[src/rtl/dtack_pkg.sv]
package dtack_pkg;

    // Sequencer states of the acknowledge generator
    typedef enum logic [1:0] {
        ST_IDLE  = 2'd0,
        ST_ALIGN = 2'd1,
        ST_COUNT = 2'd2,
        ST_ACK   = 2'd3
    } dstate_e;

endpackage

[src/rtl/dtack_sync.sv]
// Multi-stage resynchronizer for a vector of asynchronous inputs.
module dtack_sync #(
    parameter int W      = 1,
    parameter int STAGES = 2
) (
    input  logic         clk_i,
    input  logic         rst_ni,
    input  logic [W-1:0] d_i,
    output logic [W-1:0] q_o
);

    logic [STAGES-1:0][W-1:0] stg_d, stg_q;

    always_comb begin
        stg_d[0] = d_i;
        for (int i = 1; i < STAGES; i++) begin
            stg_d[i] = stg_q[i-1];
        end
    end

    always_ff @(posedge clk_i or negedge rst_ni) begin
        if (!rst_ni) begin
            stg_q <= '0;
        end else begin
            stg_q <= stg_d;
        end
    end

    assign q_o = stg_q[STAGES-1];

endmodule

[src/rtl/dtack_phase_cls.sv]
// Classifies the synchronized phase pair: a slot starts when both are low.
module dtack_phase_cls (
    input  logic c1_s_i,
    input  logic c3_s_i,
    output logic aligned_o
);

    always_comb begin
        aligned_o = ~c1_s_i & ~c3_s_i;
    end

endmodule

[src/rtl/dtack_fsm.sv]
// Acknowledge sequencer: decides sync/out-of-sync, counts the fixed delay,
// and gates the acknowledge with ready and the raw strobe.
module dtack_fsm
    import dtack_pkg::*;
#(
    parameter int NORM_TICKS = 4
) (
    input  logic    clk_i,
    input  logic    rst_ni,
    input  logic    as_s_i,
    input  logic    as_raw_ni,
    input  logic    chip_sel_i,
    input  logic    aligned_i,
    input  logic    xrdy_i,
    output dstate_e st_o,
    output logic    dtack_no
);

    localparam int CNT_W = ($clog2(NORM_TICKS) < 1) ? 1 : $clog2(NORM_TICKS);
    localparam logic [CNT_W-1:0] CNT_LOAD = CNT_W'(NORM_TICKS - 2);

    typedef struct packed {
        dstate_e         st;
        logic [CNT_W-1:0] cnt;
        logic            dtack_n;
    } regs_t;

    regs_t r_d, r_q;

    always_comb begin
        r_d = r_q;
        unique case (r_q.st)
            ST_IDLE: begin
                if (as_s_i) begin
                    if (!chip_sel_i || aligned_i) begin
                        r_d.st  = ST_COUNT;
                        r_d.cnt = CNT_LOAD;
                    end else begin
                        r_d.st = ST_ALIGN;
                    end
                end
            end
            ST_ALIGN: begin
                if (!as_s_i) begin
                    r_d.st = ST_IDLE;
                end else if (aligned_i) begin
                    r_d.st  = ST_COUNT;
                    r_d.cnt = CNT_LOAD;
                end
            end
            ST_COUNT: begin
                if (!as_s_i) begin
                    r_d.st = ST_IDLE;
                end else if (r_q.cnt == '0) begin
                    r_d.st = ST_ACK;
                end else begin
                    r_d.cnt = r_q.cnt - 1'b1;
                end
            end
            ST_ACK: begin
                if (!as_s_i) begin
                    r_d.st = ST_IDLE;
                end
            end
            default: r_d.st = ST_IDLE;
        endcase
        r_d.dtack_n = !((r_d.st == ST_ACK) && xrdy_i && !as_raw_ni);
    end

    always_ff @(posedge clk_i or negedge rst_ni) begin
        if (!rst_ni) begin
            r_q <= '{st: ST_IDLE, cnt: '0, dtack_n: 1'b1};
        end else begin
            r_q <= r_d;
        end
    end

    assign st_o     = r_q.st;
    assign dtack_no = r_q.dtack_n;

endmodule

[src/rtl/dtack_phase_gen.sv]
module dtack_phase_gen
    import dtack_pkg::*;
#(
    parameter int NORM_TICKS  = 4,
    parameter int SYNC_STAGES = 2
) (
    input  logic clk_i,
    input  logic rst_ni,
    input  logic as_ni,
    input  logic chip_sel_i,
    input  logic c1_i,
    input  logic c3_i,
    input  logic xrdy_i,
    input  logic ovr_ni,
    output logic dtack_no,
    output logic dtack_oe_o
);

    localparam int SYNC_W = 3;

    logic [SYNC_W-1:0] raw_vec, syn_vec;
    logic              as_s, c1_s, c3_s;
    logic              aligned;
    dstate_e           st_q;

    assign raw_vec = {~as_ni, c1_i, c3_i};

    dtack_sync #(
        .W      (SYNC_W),
        .STAGES (SYNC_STAGES)
    ) u_sync (
        .clk_i  (clk_i),
        .rst_ni (rst_ni),
        .d_i    (raw_vec),
        .q_o    (syn_vec)
    );

    assign {as_s, c1_s, c3_s} = syn_vec;

    dtack_phase_cls u_cls (
        .c1_s_i    (c1_s),
        .c3_s_i    (c3_s),
        .aligned_o (aligned)
    );

    dtack_fsm #(
        .NORM_TICKS (NORM_TICKS)
    ) u_fsm (
        .clk_i      (clk_i),
        .rst_ni     (rst_ni),
        .as_s_i     (as_s),
        .as_raw_ni  (as_ni),
        .chip_sel_i (chip_sel_i),
        .aligned_i  (aligned),
        .xrdy_i     (xrdy_i),
        .st_o       (st_q),
        .dtack_no   (dtack_no)
    );

    // Override releases the line at once, without a clock
    assign dtack_oe_o = ovr_ni;

endmodule

[config.mk]
export PLATFORM = sky130hd
export DESIGN_NAME = dtack_phase_gen
export DESIGN_NICKNAME = d
export VERILOG_FILES = /design/src/rtl/dtack_pkg.sv /design/src/rtl/dtack_sync.sv /design/src/rtl/dtack_phase_cls.sv /design/src/rtl/dtack_fsm.sv /design/src/rtl/dtack_phase_gen.sv
export SDC_FILE = /design/constraint.sdc
export NUM_CORES = 1
export LEC_CHECK = 0
export BUFFER_PORTS_ARGS = -buffer_cell sky130_fd_sc_hd__buf_2
export CAP_MARGIN = 20
export CORE_MARGIN = 2
export CORE_UTILIZATION = 29
export DETAILED_ROUTE_END_ITERATION = 7
export PLACE_DENSITY = 0.44
export SLEW_MARGIN = 25
export SYNTH_ARGS = -nofsm -noshare
export SYNTH_HDL_FRONTEND = slang
export SYNTH_SLANG_ARGS = --single-unit
[constraint.sdc]
create_clock -name clk_i -period 2.4 [get_ports clk_i]
set_input_delay 0.48 -clock clk_i [delete_from_list [all_inputs] [get_ports clk_i]]
set_output_delay 0.48 -clock clk_i [all_outputs]
set_load 0.005 [all_outputs]
======== Yosys cells after proc, flatten, opt, wreduce, memory -nomap -nowiden ========
Cells that the tools add are included.
storage, ports and cells
  register bits after elaboration ......... 11
  output and inout port bits .............. 2
cells by class
  equal/unequal tests ..................... 10
  $add $sub $neg .......................... 1
  reduce and logical (&&, ||, !) cells .... 10
  mux-type cells .......................... 13
  bitwise gates (word level) .............. 4
operators by type and width
  operator               number
  $mux W2                9
  $mux W4                2
  $ne A2 B2 Y1 const B   4
  $pmux W2 S4            1
  $reduce_and A7 Y1      1
  $eq A2 B2 Y1 const B   3
  $pmux W2 S3            1
  $logic_not A2 Y1       2
  $ne A2 B1 Y1 const B   2
  $logic_not A1 Y1       3
  $not A1 Y1             3
  $reduce_bool A3 Y1     1
  $eq A2 B1 Y1 const B   1
  $logic_and A1 B1 Y1    2
  $sub A2 B1 Y2 const B  1
  $and A1 B1 Y1          1
  $logic_or A1 B1 Y1     1

======== Longest topological paths before layout ========
Gate-level depths: netlist of the first run.
  depth after elaboration ................. 10
  gate-level depth with buffers ........... 6
  depth with buffers taken out ............ 6

======== By module ========
A second synthesis of the first run with hierarchy kept.
second synthesis, totals
  cell total of the unflattened synthesis .. 56
  area total of the unflattened synthesis .. 608.1 µm²
by module, submodules not included
  module           instances  area an instance (µm²)  seq. area each (µm²)  cells each
  dtack_fsm        1          442.9                   126.4                 47
  dtack_sync       1          150.1                   150.1                 6
  dtack_phase_gen  1          11.3                    0.0                   2
  dtack_phase_cls  1          3.8                     0.0                   1

======== Worst setup path before layout of the first run ========
No wires, ideal clock.
  path kind ............................... reg2reg
  from .................................... register u_fsm.r_q (netlist bit u_fsm.st_o[0])
  to ...................................... register u_fsm.r_q[2] (netlist bit)
  clock period less this slack ............ 1.738 ns
  stages on the path, launching flop included .. 7
  required time ........................... 2.275 ns
  arrival time ............................ 1.613 ns
  buffers on the path ..................... 0
  setup slack ............................. 0.662 ns
  library setup time ...................... 0.125 ns
  path through ............................ dfrtp_1 inv_1 ha_1 nor2_1 a21oi_1 a2111oi_4 mux2_4
between the ends
  longest elaborated chain between the ends .. 3
  elaborated cells on any way between the ends .. 12
  classes of those cells .................. eq/ne (8); mux (1); reduce/logical (3)
ends and longest elaborated chain
  element                                                line             RTL
  start: declaration                                     dtack_fsm.sv:28  regs_t r_d, r_q;
  start signal: assignment                               dtack_fsm.sv:72  r_q <= '{st: ST_IDLE, cnt: '0, dtack_n: 1'b1};
  start signal: assignment                               dtack_fsm.sv:74  r_q <= r_d;
  $eq A2 B2 Y1 (tied with other cells)                   dtack_fsm.sv:32  unique case (r_q.st)
  $ne A2 B2 Y1 (no source line) (tied with other cells)  n/a
  $reduce_and A7 Y1 (no source line)                     n/a
Parallel ways exist; a longest one is shown, timed or not.
A chain may end at the register's enable or synchronous reset.

======== Worst setup path after layout of the first run ========
Ends and elaborated chain as after synthesis.

==> results.cfg, run 1 <==
[outcome]
status = complete, no violations

[sta]
period_needed_ns = 1.89
fmax_mhz = 530
max_slew_margin_pct = 75.3
tns_ns = 0
fin_crit_sh_pct = 78.6
hold_viol = 0
tightest_slew_ns = 0.369
rsz0062_at_grt = no
finClkSkew_ns = 0.00259
final_max_slew_viol_count = 0
setup_violations = 0

[detailed_routing]
first_iter_violations = 1
drc = 0
wl_per_cell_um = 10.7
vias = 403
drt_wl_total_um = 963
ant_nets = 0
vias_per_cell = 4.48
drt_first_pass_iters = 2

[layout]
diodes = 0
utilization_pct = 35.2
area_delta_synth_final_pct = 14.7
drive_above_1_share_pct = 20.6
nets = 79

[placed_design]
place_congestion = 0.762
hpwl_um = 752
portBuffers = 7

[cts]
cts_resized = 0
cts_buffers = 3
clock_path_buffers = 2
ctsHoldBuffers = 0
cts_setup_buffers = 0
cts_root_buf = clkbuf_4
cts_tree = yes
htree_levels = 1
cts_num_sinks = 11
clock_latency_ns = 0.26
path_clk_slew_ns = 0.06

[grt]
grt_first_pass_wirelength_um = 1750
antenna_found_initial = 0
grt_pass1_vias = 411
grt_overflow = 0
grt_max_degree = 12
grt.total_usage_pct = 9.29

[floorplanning]
io_pins = 10
die_y_um = 49.4
dieArea_um2 = 2440
die_w_um = 49.4
initial_core_util_pct = 30.7
rows = 16
core_um2 = 1940

[yosys]
ys_seq_elements = 11
synth.area.top_cells = dfrtp_1, ha_1, a2111oi_4
synth-edff-count = 0
synthTopCellsByCount = dfrtp_1, ha_1, inv_1, a21oi_1
synth_flop_cell = dfrtp_1
synth_top_cell_by_area = dfrtp_1
ys_seq_area_share_pct = 46.3
syn-num-nets = 68
yosysTopAreaCellShare_pct = 41.9
syn-mean-instance-area_um2 = 11.3
synth.most_common_cell = dfrtp_1
synth_cells = 53
synthArstFlopShare_pct = 100
yosysWarnings = 0
syn_area_um2 = 597
synth_cell_types = 25

[run]
drv_cap = 0

[worst_setup_path]
worstPathArrival_ns = 2.03
end_kind = flop
r2r_slack_ns = 0.51
worst-endpoint-required_ns = 2.54
start_kind = flop
crit_fanout = 8
criticalPathCategory = reg -> reg

[power]
ir_drop_uv = 522
leakage_nw = 0.325
pwr_density_cell_nw_per_um2 = 1130

[hold_path]
min_path_type = in -> async
[cell usage in the layout, fill, tap and decap left out, types with 2 or more instances in the layout]
cell      Yosys  final
buf_2         0      7
dfrtp_1      10     10
ha_1          7      7
a21oi_1       4      4
nor2_1        3      3
clkbuf_4      0      3
inv_1         6      6
nor2b_1       2      2
nand2_1       3      3
[worst paths after layout]
path                                                 from                         to  cells after the start
worst max-delay path              u_fsm.st_o[0]$_DFF_PN0_   u_fsm.r_q[2]$_DFFE_PN0P_                      6
worst min-delay path                               rst_ni  u_sync.stg_d[3]$_DFF_PN0_                      1
worst max register to register    u_fsm.st_o[0]$_DFF_PN0_   u_fsm.r_q[2]$_DFFE_PN0P_                      6
worst min register to register  u_sync.stg_d[5]$_DFF_PN0_    u_sync.q_o[2]$_DFF_PN0_                      0
max in group asynchronous                          rst_ni   u_fsm.dtack_no$_DFF_PN1_                      1
min in group clk_i                                   c3_i  u_sync.stg_d[3]$_DFF_PN0_                      1
[final cells by class]
type	instances	area, um^2
fillers	208	1260
multi-input cells	35	290
flip-flops and latches	11	277
repair buffers	7	35.0
well taps	27	33.8
clock buffers	4	26.3
inverters	6	22.5
[power by group]
part	leakage, nW	internal [W]	switching, W
clock	0.0150	0.0000641	0.0000534
combinational	0.178	0.000194	0.000204
sequential	0.132	0.000226	0.0000318
total	0.325	0.000485	0.000289
[flip-flops by register name (all words and copies together), names as in the netlist]
name            flops
u_sync.q_o          3
u_sync.stg_d        3
u_fsm.r_q           2
u_fsm.st_o          2
u_fsm.dtack_no      1
[per-layer routing]
layer  global-route usage [%]  share of wire [%]
met1                     12.4                 47
met2                     15.1                 49
met3                     1.84                3.7
met4                     2.86                  0
met5                        0                  0
[kinds of logic (layout without fill, tap and decap cells)]
kind of cell               Yosys count  in the layout  synth area share (%)
muxes                                2              2                  4.19
and+or+nand+nor                     13             13                  11.5
buffers and inverters                7             17                  5.03
AOI/OAI and AO/OA                   13             13                  18.2
adders and majority gates            7              7                  14.7
DFF                                 11             11                  46.3
[metrics by stage]
stage	total power [W]	setup slack, ns	cells	area (um^2)	hold slack (ns)
detailed placement	0.000658	0.528	86	658	0.337
CTS	0.000784	0.510	90	684	0.0698
floorplan	0.000584	0.662	53	597	0.184
global route	0.000851	0.364	90	684	0.0843
finish	0.000774	0.513	90	684	0.0714
global placement	0.000667	0.572	86	658	0.332
[critical path: stages, from the launching register on]
cell	delay [ns]
dfrtp_1	0.43
inv_1	0.11
ha_1	0.29
nor2_1	0.14
a21oi_1	0.07
a2111oi_4	0.40
mux2_4	0.33
(Power assumes the default switching activity.)
==> run 2: changes to the inputs <==
--- a/config.mk
+++ b/config.mk
@@ -10,7 +10,7 @@
 export CORE_MARGIN = 2
 export CORE_UTILIZATION = 29
 export DETAILED_ROUTE_END_ITERATION = 7
-export PLACE_DENSITY = 0.44
+export PLACE_DENSITY = 0.45
 export SLEW_MARGIN = 25
 export SYNTH_ARGS = -nofsm -noshare
 export SYNTH_HDL_FRONTEND = slang
==> constraint.sdc (replaced) <==
create_clock -name clk_i -period 1.7 [get_ports clk_i]
set_input_delay 0.34 -clock clk_i [delete_from_list [all_inputs] [get_ports clk_i]]
set_output_delay 0.34 -clock clk_i [all_outputs]
set_load 0.005 [all_outputs]
==> run 2 against run 1 <==
Effect of this change: clock power is 44% higher; die area stayed put; largest cell class unchanged; largest power group unchanged; maximum frequency is 13% higher; worst setup slack worse by 0.49 ns; critical path depth stayed put; sequential share of layout area is 4.9 points lower; power is 71% higher; clock skew hardly changed; first-iteration DRC count grew to 5.0 times the previous value.
==> results.cfg, run 2 (synthesis results as in run 1) <==
[sta]
fmax_mhz = 597
period_needed_ns = 1.68
finClkSkew_ns = 0.00306
fin_ws_ns = 0.0241
setup_violations = 0
hold_viol = 0
fin_crit_sh_pct = 98.6
rsz0062_at_grt = yes
tightest_slew_ns = 0.376
final_max_slew_viol_count = 0
max_slew_margin_pct = 74.9

[placed_design]
portBuffers = 7
preCtsSetupSlack_ns = 0.0365
place_congestion = 0.774
hpwl_um = 838

[worst_setup_path]
endpoint = u_fsm.r_q[2]$_DFFE_PN0P_
criticalPathCategory = reg -> reg
crit_fanout = 7
critPathLaunch = u_fsm.st_o[1]$_DFF_PN0_
cp_top_family = compound AO/OA/AOI/OAI gates
end_kind = flop
path_cells = buf_6, ha_4, nand2_2, a21oi_2, a2111oi_4, mux2_4
crit_buf_inv = 1
rr_startpoint = u_fsm.st_o[1]$_DFF_PN0_
rr_worst_depth = 6
slowest_stage = dfrtp_1
cp.depth = 6
worstPathArrival_ns = 1.82
slowest_delay_ns = 0.42
r2r_end = u_fsm.r_q[2]$_DFFE_PN0P_
worst-endpoint-required_ns = 1.85
start_kind = flop
r2r_slack_ns = 0.02

[floorplanning]
die_w_um = 49.4
dieArea_um2 = 2440
core_um2 = 1940
io_pins = 10
initial_core_util_pct = 30.7
die_y_um = 49.4
rows = 16

[power]
pwr_density_cell_nw_per_um2 = 1690
ir_drop_uv = 705
leakage_nw = 0.367

[cts]
clock_path_buffers = 2
path_clk_slew_ns = 0.07
cts_tree = yes
htree_levels = 1
clock_latency_ns = 0.26
cts_buffers = 3
cts_root_buf = clkbuf_4
cts_num_sinks = 11

[hold_path]
hold_path_depth = 1
min_path_type = in -> reg

[layout]
layout_commonest_cell = dfrtp_1
num-fill-cells = 208
most-common-layout-cells = dfrtp_1, buf_2, buf_4
diodes = 0
multi_input_area_um2 = 319
utilization_pct = 40.1
nets = 87
area_delta_synth_final_pct = 30.6
drive_above_1_share_pct = 36.6
regArea_um2 = 277

[run]
drv_cap = 0

[detailed_routing]
vias = 436
ant_nets = 0
wl_per_cell_um = 11.2
drt_wl_total_um = 1100
drc = 0
drt_first_pass_iters = 3
vias_per_cell = 4.45
first_iter_violations = 5

[outcome]
status = complete, no violations

[grt]
grt_max_degree = 12
grt.total_usage_pct = 10.5
grt_overflow = 0
grt_first_pass_wirelength_um = 1940
antenna_found_initial = 0
grt_pass1_vias = 433
run 2: repair_timing:
item | in CTS | in global routing
endpoints found under the hold margin | 10 | 0
setup endpoints to repair | 0 | 3
buffers inserted | 0 | 4
resized for setup | 0 | 9
hold buffers | 1 | 0
run 2: worst min-delay path by stage:
stage	start	to	slack (ns)
6_report	c1_i	u_sync.stg_d[4]$_DFF_PN0_	0.18
5_1_grt	c3_i	u_sync.stg_d[3]$_DFF_PN0_	0.16
4_1_cts	c1_i	u_sync.stg_d[4]$_DFF_PN0_	0.17
3_5_place_dp	rst_ni	u_sync.stg_d[3]$_DFF_PN0_	0.22
3_3_place_gp	rst_ni	u_sync.stg_d[3]$_DFF_PN0_	0.22
2_1_floorplan	rst_ni	u_fsm.r_q[1]$_DFFE_PN0P_	0.04
run 2: layout make-up:
cell class              instances  area share (%)
multi-input cells              35            40.9
flip-flops and latches         11            35.5
repair buffers                 15            13.0
well taps                      27            4.33
clock buffers                   4            3.37
inverters                       6            2.89
run 2: through the flow:
stage | cells | hold slack (ns) | TNS (ns) | cell area, um^2 | power (W)
finish | 98 | 0.183 | 0 | 779 | 0.00132
global route | 98 | 0.164 | -0.0579 | 779 | 0.00144
CTS | 94 | 0.171 | 0 | 717 | 0.00118
detailed placement | 89 | 0.217 | 0 | 681 | 0.00100
global placement | 89 | 0.220 | 0 | 681 | 0.00101
floorplan | 53 | 0.0444 | 0 | 597 | 0.000821
run 2: layer usage:
layer | share of wire (%) | wire length (um) | GRT usage [%] | vias to the layer above
met1 | 45 | 498 | 13.0 | 205
met3 | 3.1 | 34 | 2.76 | 2
met2 | 51 | 560 | 16.4 | 7
met4 | 0.55 | 6 | 5.71 | 0
met5 | 0 | 0 | 0 | -
li1 | - | - | - | 222
run 2: power breakdown:
| group | total, W | switching, W | internal [W] | leakage [nW] |
|---|---|---|---|---|
| Combinational | 0.000793 | 0.000374 | 0.000419 | 0.220 |
| Sequential | 0.000360 | 0.0000403 | 0.000320 | 0.132 |
| Clock | 0.000168 | 0.0000770 | 0.0000905 | 0.0150 |
| Total | 0.00132 | 0.000491 | 0.000829 | 0.367 |
==> run 3: changes to the inputs <==
--- a/config.mk
+++ b/config.mk
@@ -11,6 +11,7 @@
 export CORE_UTILIZATION = 29
 export DETAILED_ROUTE_END_ITERATION = 7
 export PLACE_DENSITY = 0.45
+export REMOVE_ABC_BUFFERS = 1
 export SLEW_MARGIN = 25
 export SYNTH_ARGS = -nofsm -noshare
 export SYNTH_HDL_FRONTEND = slang
==> run 3 against run 2 <==
Effect of this change: final area grew 3.2%; sequential share of layout area shrank 1.1 points; power grew 2.6%; sequential power is essentially flat; first-iteration DRC count shrank 100%; hold slack lost 0.0071 ns; maximum frequency grew 3.0%; critical path type unchanged.
==> results.cfg, run 3 (synthesis results as in run 1) <==
[outcome]
status = complete, no violations

[hold_path]
min_path_type = in -> reg
hold_end = u_sync.stg_d[4]$_DFF_PN0_
hp-start = c1_i
hold_path_depth = 1

[grt]
grt_pass1_vias = 478
grt_first_pass_wirelength_um = 1930
grt_max_degree = 12
grt_overflow = 0
grt.total_usage_pct = 10.6
antenna_found_initial = 0

[worst_setup_path]
slowest_stage = dfrtp_1
rr_worst_depth = 5
criticalPathCategory = reg -> reg
cp.depth = 5
crit_buf_inv = 2
r2r_end = u_fsm.r_q[2]$_DFFE_PN0P_
path_cells = buf_4, buf_4, ha_4, a2111oi_4, mux2_4
rr_startpoint = u_fsm.st_o[0]$_DFF_PN0_
r2r_slack_ns = 0.07
worstPathArrival_ns = 1.79
crit_fanout = 3
critPathLaunch = u_fsm.st_o[0]$_DFF_PN0_
crit_top_cell = buf_4
end_kind = flop
start_kind = flop
cp_top_family = flip-flops
slowest_delay_ns = 0.40
worst-endpoint-required_ns = 1.86

[cts]
cts_num_sinks = 11
htree_levels = 1
clock_latency_ns = 0.27
cts_buffers = 3
cts_root_buf = clkbuf_4
path_clk_slew_ns = 0.08
cts_tree = yes
clock_path_buffers = 2

[floorplanning]
io_pins = 10
initial_core_util_pct = 30.7
core_um2 = 1940
rows = 16
die_y_um = 49.4
die_w_um = 49.4
dieArea_um2 = 2440

[sta]
fin_crit_sh_pct = 95.7
setup_violations = 0
max_slew_margin_pct = 79.3
finClkSkew_ns = 0.00610
hold_viol = 0
fin_ws_ns = 0.0727
tightest_slew_ns = 0.307
period_needed_ns = 1.63
fmax_mhz = 615
final_max_slew_viol_count = 0

[placed_design]
hpwl_um = 853
preCtsSetupSlack_ns = -0.00618
place_congestion = 0.742
dp.cells = 94
portBuffers = 7

[detailed_routing]
drc = 0
first_iter_violations = 0
ant_nets = 0
vias_per_cell = 4.51
vias = 451
wl_per_cell_um = 11.3
drt_first_pass_iters = 1
drt_wl_total_um = 1130

[layout]
num-fill-cells = 206
diodes = 0
layout_commonest_cell = dfrtp_1
nets = 89
area_delta_synth_final_pct = 34.8
most-common-layout-cells = dfrtp_1, buf_4, buf_2
finalNonFillerCells = 100
drive_above_1_share_pct = 43.8

[power]
leakage_nw = 0.373
finalPower_w = 0.00135
ir_drop_uv = 679
pwr_density_cell_nw_per_um2 = 1680

[run]
drv_cap = 0
## run 3: report_power, final
group	internal [W]	switching [W]	total [W]
Combinational	0.000455	0.000360	0.000815
Clock	0.0000871	0.0000908	0.000178
Sequential	0.000319	0.0000425	0.000362
Total	0.000861	0.000493	0.00135
## run 3: through the flow
stage	TNS, ns	instance area [um^2]	hold WS, ns	utilization [%]
floorplan	-0.0376	589	0.0444	-
global placement	-0.00675	718	0.224	37.0
detailed placement	-0.00618	718	0.222	37.0
CTS	0	763	0.166	39.3
global route	-0.0136	805	0.159	41.4
finish	0	805	0.176	41.4
## run 3: how the worst max path moves through the flow
stage | endpoint | slack [ns]
floorplan | u_fsm.r_q[2]$_DFFE_PN0P_ | -0.04
global placement | u_fsm.r_q[2]$_DFFE_PN0P_ | -0.007
detailed placement | u_fsm.r_q[2]$_DFFE_PN0P_ | -0.006
CTS | u_fsm.r_q[2]$_DFFE_PN0P_ | 0.01
global route | u_fsm.dtack_no$_DFF_PN1_ | -0.01
finish | u_fsm.r_q[2]$_DFFE_PN0P_ | 0.07
## run 3: final cells by class
| type | instances | area (um^2) | area share (%) |
|---|---|---|---|
| sequential | 11 | 277 | 34.4 |
| multi-input combinational | 35 | 332 | 41.2 |
| inverter | 6 | 22.5 | 2.80 |
| timing repair buffer | 17 | 113 | 14.0 |
| clock buffer | 3 | 22.5 | 2.80 |
| tap | 27 | 33.8 | 4.20 |
| clock inverter | 1 | 5.00 | 0.622 |
## run 3: layer usage
layer	vias up	track usage, %	part of all wire (%)
met2	9	17.8	52
met5	-	0	0
met3	2	4.60	4.7
li1	223	-	-
met4	0	2.86	0.89
met1	217	12.3	43
## run 3: repair_timing
| action | CTS | global route |
|---|---|---|
| hold buffers | 1 | 0 |
| hold endpoints to repair | 10 | 0 |
| buffers inserted | 1 | 0 |
| gates resized for setup | 0 | 11 |
| pin swaps | 0 | 2 |
| setup endpoints to repair | 1 | 4 |
| cloned | 0 | 0 |
